## src/rtl/pdc_pkg.sv

```systemverilog
package pdc_pkg;
  typedef enum logic {
    PATH_EVT = 1'b0,
    PATH_REF = 1'b1
  } path_e;

  localparam int unsigned NUM_PATHS = 2;
endpackage

```

## src/rtl/pdc_pulse_filter.sv

```systemverilog
module pdc_pulse_filter #(
  parameter int unsigned SAMPLE_DIV = 4,
  parameter int unsigned FILT_N     = 4
) (
  input  logic clk,
  input  logic rst_n,
  input  logic pulse_in,
  output logic rise_o
);
  localparam int unsigned DIV_W = (SAMPLE_DIV > 1) ? $clog2(SAMPLE_DIV) : 1;
  localparam int unsigned RUN_W = $clog2(FILT_N + 1);
  localparam logic [DIV_W-1:0] DIV_LAST = DIV_W'(SAMPLE_DIV - 1);
  localparam logic [RUN_W-1:0] RUN_LAST = RUN_W'(FILT_N - 1);

  logic [DIV_W-1:0] div_q, div_d;
  logic [RUN_W-1:0] run_q, run_d;
  logic             lvl_q, lvl_d;
  logic             rise_q, rise_d;
  logic             tick;

  always_comb begin
    tick   = (div_q == DIV_LAST);
    div_d  = tick ? '0 : div_q + 1'b1;
    run_d  = run_q;
    lvl_d  = lvl_q;
    rise_d = 1'b0;
    if (tick) begin
      if (pulse_in == lvl_q) begin
        run_d = '0;
      end else if (run_q == RUN_LAST) begin
        run_d  = '0;
        lvl_d  = pulse_in;
        rise_d = pulse_in;
      end else begin
        run_d = run_q + 1'b1;
      end
    end
  end

  always_ff @(posedge clk or negedge rst_n) begin
    if (!rst_n) begin
      div_q  <= '0;
      run_q  <= '0;
      lvl_q  <= 1'b0;
      rise_q <= 1'b0;
    end else begin
      div_q  <= div_d;
      run_q  <= run_d;
      lvl_q  <= lvl_d;
      rise_q <= rise_d;
    end
  end

  assign rise_o = rise_q;

  // a capture strobe never lasts more than one cycle
  p_rise_single_r7: assert property (@(posedge clk) disable iff (!rst_n)
    rise_q |=> !rise_q);

  // the filtered level only moves on a sample tick
  p_level_on_tick_r6: assert property (@(posedge clk) disable iff (!rst_n)
    !tick |=> $stable(lvl_q));
endmodule

```

## src/rtl/pdc_cascade_counter.sv

```systemverilog
module pdc_cascade_counter #(
  parameter int unsigned HALF_W = 16,
  parameter int unsigned WRAP_W = 16
) (
  input  logic                  clk,
  input  logic                  rst_n,
  input  logic                  inc_i,
  output logic [2*HALF_W-1:0]   cnt_o,
  output logic [WRAP_W-1:0]     wrap_o
);
  logic [HALF_W-1:0] lo_q, lo_d;
  logic [HALF_W-1:0] hi_q, hi_d;
  logic [WRAP_W-1:0] ext_q, ext_d;
  logic              lo_full, hi_full;

  always_comb begin
    lo_full = &lo_q;
    hi_full = &hi_q;
    lo_d    = lo_q;
    hi_d    = hi_q;
    ext_d   = ext_q;
    if (inc_i) begin
      lo_d = lo_q + 1'b1;
      if (lo_full) begin
        hi_d = hi_q + 1'b1;
        if (hi_full) begin
          ext_d = ext_q + 1'b1;
        end
      end
    end
  end

  always_ff @(posedge clk or negedge rst_n) begin
    if (!rst_n) begin
      lo_q  <= '0;
      hi_q  <= '0;
      ext_q <= '0;
    end else begin
      lo_q  <= lo_d;
      hi_q  <= hi_d;
      ext_q <= ext_d;
    end
  end

  assign cnt_o  = {hi_q, lo_q};
  assign wrap_o = ext_q;

  // a low-half wrap carries into the high half on the same step
  p_half_carry_r1: assert property (@(posedge clk) disable iff (!rst_n)
    (inc_i && lo_full) |=> (lo_q == '0) && (hi_q == HALF_W'($past(hi_q) + 1'b1)));

  // without an increment nothing moves
  p_hold_idle_r1: assert property (@(posedge clk) disable iff (!rst_n)
    !inc_i |=> $stable(lo_q) && $stable(hi_q) && $stable(ext_q));

  // full wrap of both halves advances the extension
  p_ext_step_r2: assert property (@(posedge clk) disable iff (!rst_n)
    (inc_i && lo_full && hi_full) |=> (ext_q == WRAP_W'($past(ext_q) + 1'b1)));
endmodule

```

## src/rtl/pdc_capture_path.sv

```systemverilog
module pdc_capture_path #(
  parameter int unsigned HALF_W = 16,
  parameter int unsigned WRAP_W = 16,
  parameter int unsigned SEQ_W  = 16
) (
  input  logic                                clk,
  input  logic                                rst_n,
  input  logic                                inc_i,
  input  logic                                cap_i,
  output logic [2*HALF_W+WRAP_W+SEQ_W-1:0]    rec_o
);
  localparam int unsigned CNT_W = 2 * HALF_W;
  localparam int unsigned REC_W = CNT_W + WRAP_W + SEQ_W;

  logic [CNT_W-1:0]  cnt;
  logic [WRAP_W-1:0] ext;
  logic [SEQ_W-1:0]  seq_q, seq_d;
  logic [REC_W-1:0]  rec_q, rec_d;

  pdc_cascade_counter #(
    .HALF_W (HALF_W),
    .WRAP_W (WRAP_W)
  ) u_count (
    .clk    (clk),
    .rst_n  (rst_n),
    .inc_i  (inc_i),
    .cnt_o  (cnt),
    .wrap_o (ext)
  );

  always_comb begin
    seq_d = seq_q;
    rec_d = rec_q;
    if (cap_i) begin
      seq_d = seq_q + 1'b1;
      rec_d = {seq_d, ext, cnt};
    end
  end

  always_ff @(posedge clk or negedge rst_n) begin
    if (!rst_n) begin
      seq_q <= '0;
      rec_q <= '0;
    end else begin
      seq_q <= seq_d;
      rec_q <= rec_d;
    end
  end

  assign rec_o = rec_q;

  // each capture adds exactly one to the sequence
  p_seq_step_r5: assert property (@(posedge clk) disable iff (!rst_n)
    cap_i |=> (seq_q == SEQ_W'($past(seq_q) + 1'b1)));

  // the latched count matches the counter pair of the capture cycle
  p_coherent_r4: assert property (@(posedge clk) disable iff (!rst_n)
    cap_i |=> (rec_q[CNT_W-1:0] == $past(cnt)));

  // the record holds between captures
  p_rec_hold_r5: assert property (@(posedge clk) disable iff (!rst_n)
    !cap_i |=> $stable(rec_q));
endmodule

```

## src/rtl/gated_dual_counter.sv

```systemverilog
module gated_dual_counter #(
  parameter int unsigned HALF_W     = 16,
  parameter int unsigned WRAP_W     = 16,
  parameter int unsigned SEQ_W      = 16,
  parameter int unsigned SAMPLE_DIV = 4,
  parameter int unsigned FILT_N     = 4
) (
  input  logic                                clk,
  input  logic                                rst_n,
  input  logic                                sig_in,
  input  logic                                pulse_in,
  input  logic                                rec_ready,
  output logic                                rec_valid,
  output logic                                rec_path,
  output logic [2*HALF_W+WRAP_W+SEQ_W-1:0]    rec_data,
  output logic                                overrun
);
  import pdc_pkg::*;

  localparam int unsigned CNT_W = 2 * HALF_W;
  localparam int unsigned REC_W = CNT_W + WRAP_W + SEQ_W;

  // reset: asserts at once, releases through two flops
  logic [1:0] rst_sync_q;
  logic       rst_n_s;

  always_ff @(posedge clk or negedge rst_n) begin
    if (!rst_n) rst_sync_q <= 2'b00;
    else        rst_sync_q <= {rst_sync_q[0], 1'b1};
  end
  assign rst_n_s = rst_sync_q[1];

  // unknown-signal edge detect
  logic sig_q, sig_rise;

  always_ff @(posedge clk or negedge rst_n_s) begin
    if (!rst_n_s) sig_q <= 1'b0;
    else          sig_q <= sig_in;
  end
  assign sig_rise = sig_in & ~sig_q;

  // pulse qualification
  logic cap;

  pdc_pulse_filter #(
    .SAMPLE_DIV (SAMPLE_DIV),
    .FILT_N     (FILT_N)
  ) u_filter (
    .clk      (clk),
    .rst_n    (rst_n_s),
    .pulse_in (pulse_in),
    .rise_o   (cap)
  );

  // two capture paths
  logic [NUM_PATHS-1:0] path_inc;
  logic [REC_W-1:0]     path_rec [NUM_PATHS];

  for (genvar g = 0; g < NUM_PATHS; g++) begin : g_path
    if (g == int'(PATH_EVT)) begin : g_evt
      assign path_inc[g] = sig_rise;
    end else begin : g_ref
      assign path_inc[g] = 1'b1;
    end

    pdc_capture_path #(
      .HALF_W (HALF_W),
      .WRAP_W (WRAP_W),
      .SEQ_W  (SEQ_W)
    ) u_path (
      .clk   (clk),
      .rst_n (rst_n_s),
      .inc_i (path_inc[g]),
      .cap_i (cap),
      .rec_o (path_rec[g])
    );
  end

  // record emitter: slot 0 event, slot 1 reference
  logic [1:0] emit_q, emit_d;
  logic       ovr_q, ovr_d;

  always_comb begin
    emit_d = {emit_q[0], cap};
    ovr_d  = ovr_q | ((|emit_q) & ~rec_ready);
  end

  always_ff @(posedge clk or negedge rst_n_s) begin
    if (!rst_n_s) begin
      emit_q <= 2'b00;
      ovr_q  <= 1'b0;
    end else begin
      emit_q <= emit_d;
      ovr_q  <= ovr_d;
    end
  end

  assign rec_valid = |emit_q;
  assign rec_path  = emit_q[1];
  assign rec_data  = emit_q[1] ? path_rec[int'(PATH_REF)] : path_rec[int'(PATH_EVT)];
  assign overrun   = ovr_q;

  // event record is always followed by the reference record
  p_pair_order_r8: assert property (@(posedge clk) disable iff (!rst_n_s)
    (rec_valid && (rec_path == PATH_EVT)) |=> (rec_valid && (rec_path == PATH_REF)));

  // never two slots busy at once
  p_one_slot_r8: assert property (@(posedge clk) disable iff (!rst_n_s)
    $onehot0(emit_q));

  // overrun, once set, stays set
  p_overrun_sticky_r9: assert property (@(posedge clk) disable iff (!rst_n_s)
    overrun |=> overrun);

  // a refused offer raises overrun
  p_overrun_set_r9: assert property (@(posedge clk) disable iff (!rst_n_s)
    (rec_valid && !rec_ready) |=> overrun);
endmodule

```

## config.mk

```make
export PLATFORM = sky130hd
export DESIGN_NAME = gated_dual_counter
export DESIGN_NICKNAME = d
export VERILOG_FILES = /design/src/rtl/pdc_pkg.sv /design/src/rtl/pdc_pulse_filter.sv /design/src/rtl/pdc_cascade_counter.sv /design/src/rtl/pdc_capture_path.sv /design/src/rtl/gated_dual_counter.sv
export SDC_FILE = /design/constraint.sdc
export NUM_CORES = 1
export LEC_CHECK = 0
export ABC_CLOCK_PERIOD_IN_PS = 9800
export CAP_MARGIN = 40
export CORE_MARGIN = 3
export CORE_UTILIZATION = 55
export DETAILED_ROUTE_END_ITERATION = 8
export PLACE_DENSITY = 0.76
export SLEW_MARGIN = 15
export SYNTH_ARGS = -nofsm -noshare
export SYNTH_HDL_FRONTEND = slang
export SYNTH_HIERARCHICAL = 1
export SYNTH_SLANG_ARGS = --single-unit
export TNS_END_PERCENT = 10
```

## constraint.sdc

```tcl
create_clock -name clk -period 9.8 [get_ports clk]
set_input_delay 1.96 -clock clk [delete_from_list [all_inputs] [get_ports clk]]
set_output_delay 1.96 -clock clk [all_outputs]
set_load 0.02 [all_outputs]
```

Yosys cells after proc, flatten, opt, wreduce, memory -nomap -nowiden

Index checks and enable logic that the tools add are counted.

Register bits after elaboration: 269
Input port bits: 5
Output and inout port bits: 67
Word-level logic and storage cells: 50

$add $sub $neg: 10
Equality and inequality tests: 3
Multiplexer cells: 7
Bitwise gates (word level): 6
Reductions and logical operators: 6

Operator list:

| kind                                                | count |
|---|---|
| adder 16 x 1 -> 16 bit, second input constant       | 8 |
| two-way mux 64 bit                                  | 1 |
| AND reduction 33 bit                                | 1 |
| AND reduction 32 bit                                | 1 |
| AND reduction 17 bit                                | 1 |
| AND reduction 16 bit                                | 1 |
| two-way mux 3 bit                                   | 2 |
| adder 3 x 1 -> 3 bit, second input constant         | 1 |
| equality test 3 x 2 -> 1 bit, second input constant | 1 |
| two-way mux 1 bit                                   | 3 |
| NOT 1 bit                                           | 3 |
| AND reduction 3 bit                                 | 1 |
| adder 2 x 1 -> 2 bit, second input constant         | 1 |
| bitwise AND 1 bit                                   | 2 |
| equality test 2 bit, second input constant          | 1 |
| two-way mux 2 bit                                   | 1 |
| OR reduction 2 bit                                  | 1 |
| equality test 1 bit                                 | 1 |
| bitwise OR 1 bit                                    | 1 |

Logic depth before layout (Yosys ltp)

Gate-level depths: netlist of run 1.

Depth after elaboration: 4
Gate-level depth with buffers: 6
Depth with buffers taken out: 6

Cells and area by module

The synthesis of run 1 kept the hierarchy.

Modules (own cells, without submodules):

| module              | instances | cells each | area each (sq um) | sequential area each (sq um) |
|---|---|---|---|---|
| pdc_capture_path    | 2         | 160        | 2488.6            | 1601.5 |
| pdc_cascade_counter | 2         | 202        | 2243.4            | 1201.2 |
| gated_dual_counter  | 1         | 82         | 1158.6            | 150.1 |
| pdc_pulse_filter    | 1         | 24         | 302.8             | 175.2 |

Worst setup path before layout of run 1

OpenSTA, ideal clock, no wires.

Path kind: input-to-reg
Start: input sig_in
End: register g_path[0].u_path.u_count.ext_q[7]
Library setup time: 0.079 ns
Arrival time: 3.497 ns
Data required time: 9.721 ns
Slack: 6.224 ns
Stages: 6
Buffers on the path: 0
Cells stage by stage: nor2b_1 nand4_4 nor4_4 nand4_4 nor4_1 xor2_1

Word-level cells in the longest chain between the ends: 2

Ends and longest elaborated chain:

| element                        | RTL line                  | RTL |
|---|---|---|
| from (decl)                    | gated_dual_counter.sv:10  | `input logic sig_in,` |
| bitwise AND 1 bit              | gated_dual_counter.sv:40  | `assign sig_rise = sig_in & ~sig_q;` |
| AND reduction 33 bit (no line) | -                         |  |
| to (signal assigned)           | pdc_cascade_counter.sv:41 | `ext_q <= ext_d;` |
| to (decl)                      | pdc_cascade_counter.sv:13 | `logic [WRAP_W-1:0] ext_q, ext_d;` |

Every way passes these cells.
A chain may end at the register's enable or synchronous reset.

Worst setup path after layout of run 1

Start: register emit_q[1]
End: output rec_data[1]

Word-level cells in the longest chain between the ends: 1

Ends and longest elaborated chain:

| element                | RTL line                  | RTL |
|---|---|---|
| from (decl)            | gated_dual_counter.sv:80  | `logic [1:0] emit_q, emit_d;` |
| from (signal assigned) | gated_dual_counter.sv:93  | `emit_q <= emit_d;` |
| two-way mux 64 bit     | gated_dual_counter.sv:100 | `assign rec_data = emit_q[1] ? path_rec[int'(PATH_REF)] : path_rec[int'(PATH_EVT)];` |
| to (decl)              | gated_dual_counter.sv:15  | `output logic [2*HALF_W+WRAP_W+SEQ_W-1:0] rec_data,` |

Every way passes these cells.

==> results of run 1 <==
==> worst max-delay path by stage <==
stage | start | end | slack, ns | depth (start not counted)
3_5_place_dp | sig_in | g_path[0].u_path/u_count/wrap_o[9]$_DFFE_PN0P_ | 5.40 | 7
3_3_place_gp | emit_q[1]$_DFF_PN0_ | rec_data[1] | 5.46 | 3
5_1_grt | emit_q[1]$_DFF_PN0_ | rec_data[2] | 4.79 | 3
2_1_floorplan | rst_sync_q[1]$_DFF_PN0_ | emit_q[0]$_DFF_PN0_ | 2.71 | 0
6_report | emit_q[1]$_DFF_PN0_ | rec_data[1] | 4.90 | 3
4_1_cts | emit_q[1]$_DFF_PN0_ | rec_data[1] | 4.87 | 3
==> synth_stat cells (2+ instances only) <==
master / count / area (um2)
and2_1: 2 / 12.5
and3_1: 8 / 50.1
and4_1: 2 / 17.5
buf_2: 13 / 65.1
buf_6: 6 / 67.6
dfrtp_1: 237 / 5930
ha_1: 10 / 125
inv_1: 15 / 56.3
mux2_2: 118 / 1330
mux2_4: 51 / 766
nand2_1: 61 / 229
nand2b_1: 3 / 18.8
nand3_1: 36 / 180
nand4_1: 28 / 175
nand4_2: 2 / 25.0
nand4_4: 10 / 213
nand4b_1: 2 / 17.5
nor2_1: 33 / 124
nor2b_1: 2 / 12.5
nor3_1: 32 / 160
nor4_1: 18 / 113
nor4_2: 4 / 50.1
nor4_4: 2 / 42.5
o21ai_0: 2 / 10.0
o22ai_1: 2 / 12.5
or2_2: 4 / 25.0
or3_1: 2 / 12.5
xnor2_1: 57 / 499
xor2_1: 62 / 543
==> critical path, cell delays in order (launching register included) <==
cell and delay [ns]:
dfrtp_4 0.83, buf_4 0.60, mux2_2 0.39, clkdlybuf4s50_1 0.55
==> per-stage QoR <==
stage / instances / instance area [um2] / setup WS (ns) / utilization
detailed placement: 1155 / 11900 / 5.40 / 0.626
global placement: 1153 / 11900 / 5.46 / 0.624
CTS: 1199 / 12800 / 4.87 / 0.672
global route: 1199 / 12800 / 4.79 / 0.672
floorplan: 836 / 10900 / 2.71 / -
finish: 1199 / 12800 / 4.90 / 0.672
==> routing by layer <==
| layer | share of wire | up-vias | track usage | wire length (um) |
|---|---|---|---|---|
| met4 | 0.013 | 0 | 0.0457 | 278 |
| met1 | 0.49 | 3346 | 0.298 | 10200 |
| li1 | - | 3116 | - | - |
| met2 | 0.47 | 96 | 0.310 | 9820 |
| met5 | 0 | - | 0 | 0 |
| met3 | 0.032 | 22 | 0.0259 | 662 |
==> state kept, by name, indices dropped and copies added, names as in the netlist <==
| signal | flops |
|---|---|
| u_filter/div_q | 2 |
| emit_q | 2 |
| u_filter/lvl_q | 1 |
| rst_sync_q | 2 |
| g_path.u_path/u_count/hi_q | 32 |
| g_path.u_path/seq_q | 32 |
| u_filter/rise_o | 1 |
| sig_q | 1 |
| g_path.u_path/u_count/lo_q | 32 |
| g_path.u_path/u_count/wrap_o | 32 |
| u_filter/run_q | 3 |
| overrun | 1 |
| g_path.u_path/rec_o | 96 |
==> kinds of logic after synthesis <==
kind of cell	share of synthesized area
AO/OA/AOI/OAI	0.00344
XOR/XNOR	0.0954
adder cells (fa/ha/maj)	0.0115
buffers and inverters	0.0173
flip-flops	0.543
multiplexers	0.192
other	0.000343
AND/OR/NAND/NOR	0.138
==> report_power, final <==
part	switching [uW]	internal (uW)	leakage (uW)	total [uW]
Sequential	79.5	1040	0.00320	1120
Clock	380	610	0.000433	990
Combinational	93.2	99.4	0.00244	193
==> cell type report <==
cell class	instances	area [um2]
Multi-Input combinational cell	565	4830
Sequential cell	237	5940
Clock inverter	14	183
Timing Repair Buffer	78	796
Fill cell	1394	6260
Tap cell	260	325
Clock buffer	30	694
Inverter	15	56.3
==> run summary, run 1 <==
Status - completed
Unrepaired setup endpoints after global routing - no
CTS tree - built
Final Skew - 0.0147 ns
Maxcap violations - 0
Die width - 147 um
Mapped Area - 0.0109 mm2
Final hold slack - 0.175 ns
Post-Syn Instances - 830
R2R setup slack - 7.27 ns
Vias post-DR - 6580
DRT Pass-1 Iters - 4
Clock tree buffer depth - 3
Top FF cell, synth - dfrtp_1
Initial antenna violation count - 0
Final ANT Viol Nets - 0
GR Util All Layers - 0.198
Global-route wire length before repair - 35600 um
Path category of the worst min-delay check - flip-flop to asynchronous set/reset pin
Critical path type - flip-flop to output port
Leakage - 0.00608 uW
Num CTS Buffers - 25
Register area share after synthesis - 0.543
FMAX - 0.204 GHz
# H-tree levels - 1
Hold Vio Cnt, Final - 0
VDD IR-drop max - 145 uV
CP max FO - 35
Setup TNS - 0 ns
Clk_lat worst skew - 0.52 ns
Die Span Y - 147 um
Placeable Area - 0.0191 mm2
Setup crit start kind - flip-flop
Cells resized by post-CTS repair - 0
Number of global-route vias before repair - 6896
Flop and latch count out of synthesis - 237
Layout Area Growth over Synthesis - 17.4%
Initial DRC Count - 394
Final period util - 0.500
Layout cells sized above 1 - 0.262
Crit path time final - 4.90 ns
Post-synth EDFFs - 0
FF-to-FF Start - g_path[1].u_path/u_count/lo_q[10]$_DFFE_PN0P_
Initial Util - 0.573
Post-DP HPWL - 14300 um
Synth unique cells - 35
Worst EP arrival - 2.94 ns
Grt ovf - 0
Total Power - 2300 uW
Routability cong. - 0.804
Depth of the worst register-to-register path - 5
Port Buffers - 71
R2R Path End - g_path[1].u_path/u_count/wrap_o[15]$_DFFE_PN0P_
Commonest non-fill, non-tap cell in the layout - dfrtp_1
DRC Markers - 0
Clk sinks - 237
Most frequent cells in the layout - dfrtp_1, mux2_2, clkdlybuf4s50_1
Slew Limit Fails - 0
Post CTS Setup Buffer Count - 0
Die area - 0.0216 mm2
Clock transition at the registers of the reported paths - 0.06 ns
Largest net degree at the start of global routing - 63
Async SR Flop Fraction - 1.00
DR vias/cell - 5.49
Std cell rows - 50
IO Pins - 72
# hold bufs at CTS - 0
Final setup fails - 0
Synthesized area per cell - 13.2 um2
Final #Nets - 937
P per Cell Area - 179 mW/mm2
# diodes - 0
Routed Wire Length - 20900 um
Data required time of the worst path - 7.84 ns
Slew headroom - 0.338
Synth Warn # - 6
Root buf cell - clkbuf_16
Least-Margin Pin Slew - 0.985 ns
Wire per inst - 17.5 um
Crit end category - output port
Power figures use the tool's default switching activity.
==> run 2, diff against run 1 <==
- ABC_CLOCK_PERIOD_IN_PS: 9800 -> 4800
- clock period: 9.8 -> 4.8 ns (I/O delays scaled with it)
==> run 2 against run 1 <==
  * Clock skew rose by 0.0034 ns
  * Via count fell by 0.15%
  * Sequential cell count did not move
  * Worst hold slack improved by 0.085 ns
  * Register-to-register slack got worse by 4.8 ns
  * Core utilization barely moved
  * Clock power rose by 100%
==> run summary, run 2 (synthesis results as in run 1) <==
Status - completed
# H-tree levels - 1
Layout cells sized above 1 - 0.260
Clk_lat worst skew - 0.51 ns
DRT Pass-1 Iters - 4
Final Skew - 0.0181 ns
Final period util - 0.777
Number of global-route vias before repair - 6814
Hold Vio Cnt, Final - 0
Root buf cell - clkbuf_16
Routability cong. - 0.804
Global-route wire length before repair - 35600 um
# diodes - 0
Worst path cell trace - buf_4 > mux2_2 > clkdlybuf4s50_1
Die Span Y - 147 um
Initial Util - 0.573
Slew headroom - 0.506
Vias post-DR - 6570
Gate power share - 0.084
Most frequent cells in the layout - dfrtp_1, mux2_2, clkdlybuf4s50_1
Count of buffer and inverter cells on the critical path - 2
M1 wire length - 9950 um
Unrepaired setup endpoints after global routing - no
Port Buffers - 71
Reg power frac - 0.490
Num CTS Buffers - 25
Data required time of the worst path - 3.84 ns
Final #Nets - 940
Clock power frac - 0.426
Layout Area Growth over Synthesis - 17.3%
Die width - 147 um
Setup TNS - 0 ns
P per Cell Area - 363 mW/mm2
Sw Ratio - 0.239
Slew Limit Fails - 0
Setup crit start kind - flip-flop
Die area - 0.0216 mm2
Clk sinks - 237
CP max FO - 38
VDD IR-drop max - 333 uV
Placeable Area - 0.0191 mm2
Final setup fails - 0
Crit path time final - 3.73 ns
Clock transition at the registers of the reported paths - 0.07 ns
Crit end category - output port
Critical path's top delay family - buffers and inverters
FMAX - 0.268 GHz
P_sw - 1110 uW
Clock tree buffer depth - 3
Crit-path slowest cell - dfrtp_4
Worst EP arrival - 2.77 ns
Least-Margin Pin Slew - 0.740 ns
Initial antenna violation count - 0
Post CTS Setup Buffer Count - 0
Met3 Wirelength - 756 um
Routed Wire Length - 21100 um
Placed insts - 1157
Largest register FFs - 96
Post-DP HPWL - 14400 um
Grt ovf - 0
DRC Markers - 0
Largest net degree at the start of global routing - 73
DR vias/cell - 5.47
R2R setup slack - 2.45 ns
Final ANT Viol Nets - 0
Wire per inst - 17.5 um
Path category of the worst min-delay check - flip-flop to asynchronous set/reset pin
Initial DRC Count - 352
Met2 WL post-DR - 9910 um
Std cell rows - 50
CTS tree - built
Critical path type - flip-flop to output port
Commonest non-fill, non-tap cell in the layout - dfrtp_1
GR Util All Layers - 0.199
Cells resized by post-CTS repair - 0
CP peak stage delay - 0.89 ns
Internal - 3540 uW
Non-Filler Instances - 1201
IO Pins - 72
Top layer in use - met4
Maxcap violations - 0
Leakage - 0.00608 uW
# hold bufs at CTS - 0
==> run 2: cell types whose count changed in the layout (fill, tap and decap cells not counted) <==
cell | before | now
buf_2 | 0 | 1
clkbuf_1 | 0 | 3
clkbuf_2 | 0 | 1
clkbuf_8 | 5 | 4
clkdlybuf4s15_2 | 0 | 1
clkinvlp_4 | 2 | 1
inv_6 | 2 | 0
==> run 2: layout make-up <==
type | instances | area (um2)
Sequential cell | 237 | 5940
Tap cell | 260 | 325
Timing Repair Buffer | 81 | 817
Fill cell | 1381 | 6260
Clock buffer | 32 | 692
Inverter | 15 | 56.3
Clock inverter | 11 | 158
Multi-Input combinational cell | 565 | 4830
==> run 2: metal layers <==
layer,global-route usage,vias up
met5,0,-
met4,0.0517,0
met3,0.0265,37
met2,0.313,118
met1,0.295,3303
li1,-,3112
==> run 2: power groups by stage <==
stage	combinational (uW)	clock [uW]	sequential, uW
3_3_place_gp	369	0	2320
3_5_place_dp	390	0	2320
5_1_grt	428	2120	2300
4_1_cts	395	2030	2280
2_1_floorplan	273	0	2290
6_report	389	1980	2280
==> run 2: final timing paths <==
check                                        startpoint                                               to  depth (start not counted)
worst max register to register          sig_q$_DFF_PN0_  g_path[0].u_path/u_count/wrap_o[15]$_DFFE_PN0P_                          6
worst max-delay path                emit_q[1]$_DFF_PN0_                                      rec_data[4]                          3
max in group asynchronous       rst_sync_q[1]$_DFF_PN0_            g_path[1].u_path/seq_q[0]$_DFFE_PN0P_                          2
min in group clk                rst_sync_q[0]$_DFF_PN0_                          rst_sync_q[1]$_DFF_PN0_                          0
worst min register to register  rst_sync_q[1]$_DFF_PN0_                    u_filter/run_q[0]$_DFFE_PN0N_                          0
worst min-delay path            rst_sync_q[1]$_DFF_PN0_                    u_filter/run_q[0]$_DFFE_PN0N_                          0
==> run 2: per-stage QoR <==
step / setup slack, ns / power (uW) / util / hold slack (ns) / area [um2]
floorplan: 0.907 / 2560 / - / 0.331 / 10900
global placement: 1.49 / 2690 / 0.625 / 0.336 / 11900
detailed placement: 1.32 / 2710 / 0.627 / 0.274 / 12000
global route: 0.968 / 4850 / 0.672 / 0.305 / 12800
CTS: 1.03 / 4700 / 0.672 / 0.277 / 12800
finish: 1.07 / 4660 / 0.672 / 0.260 / 12800
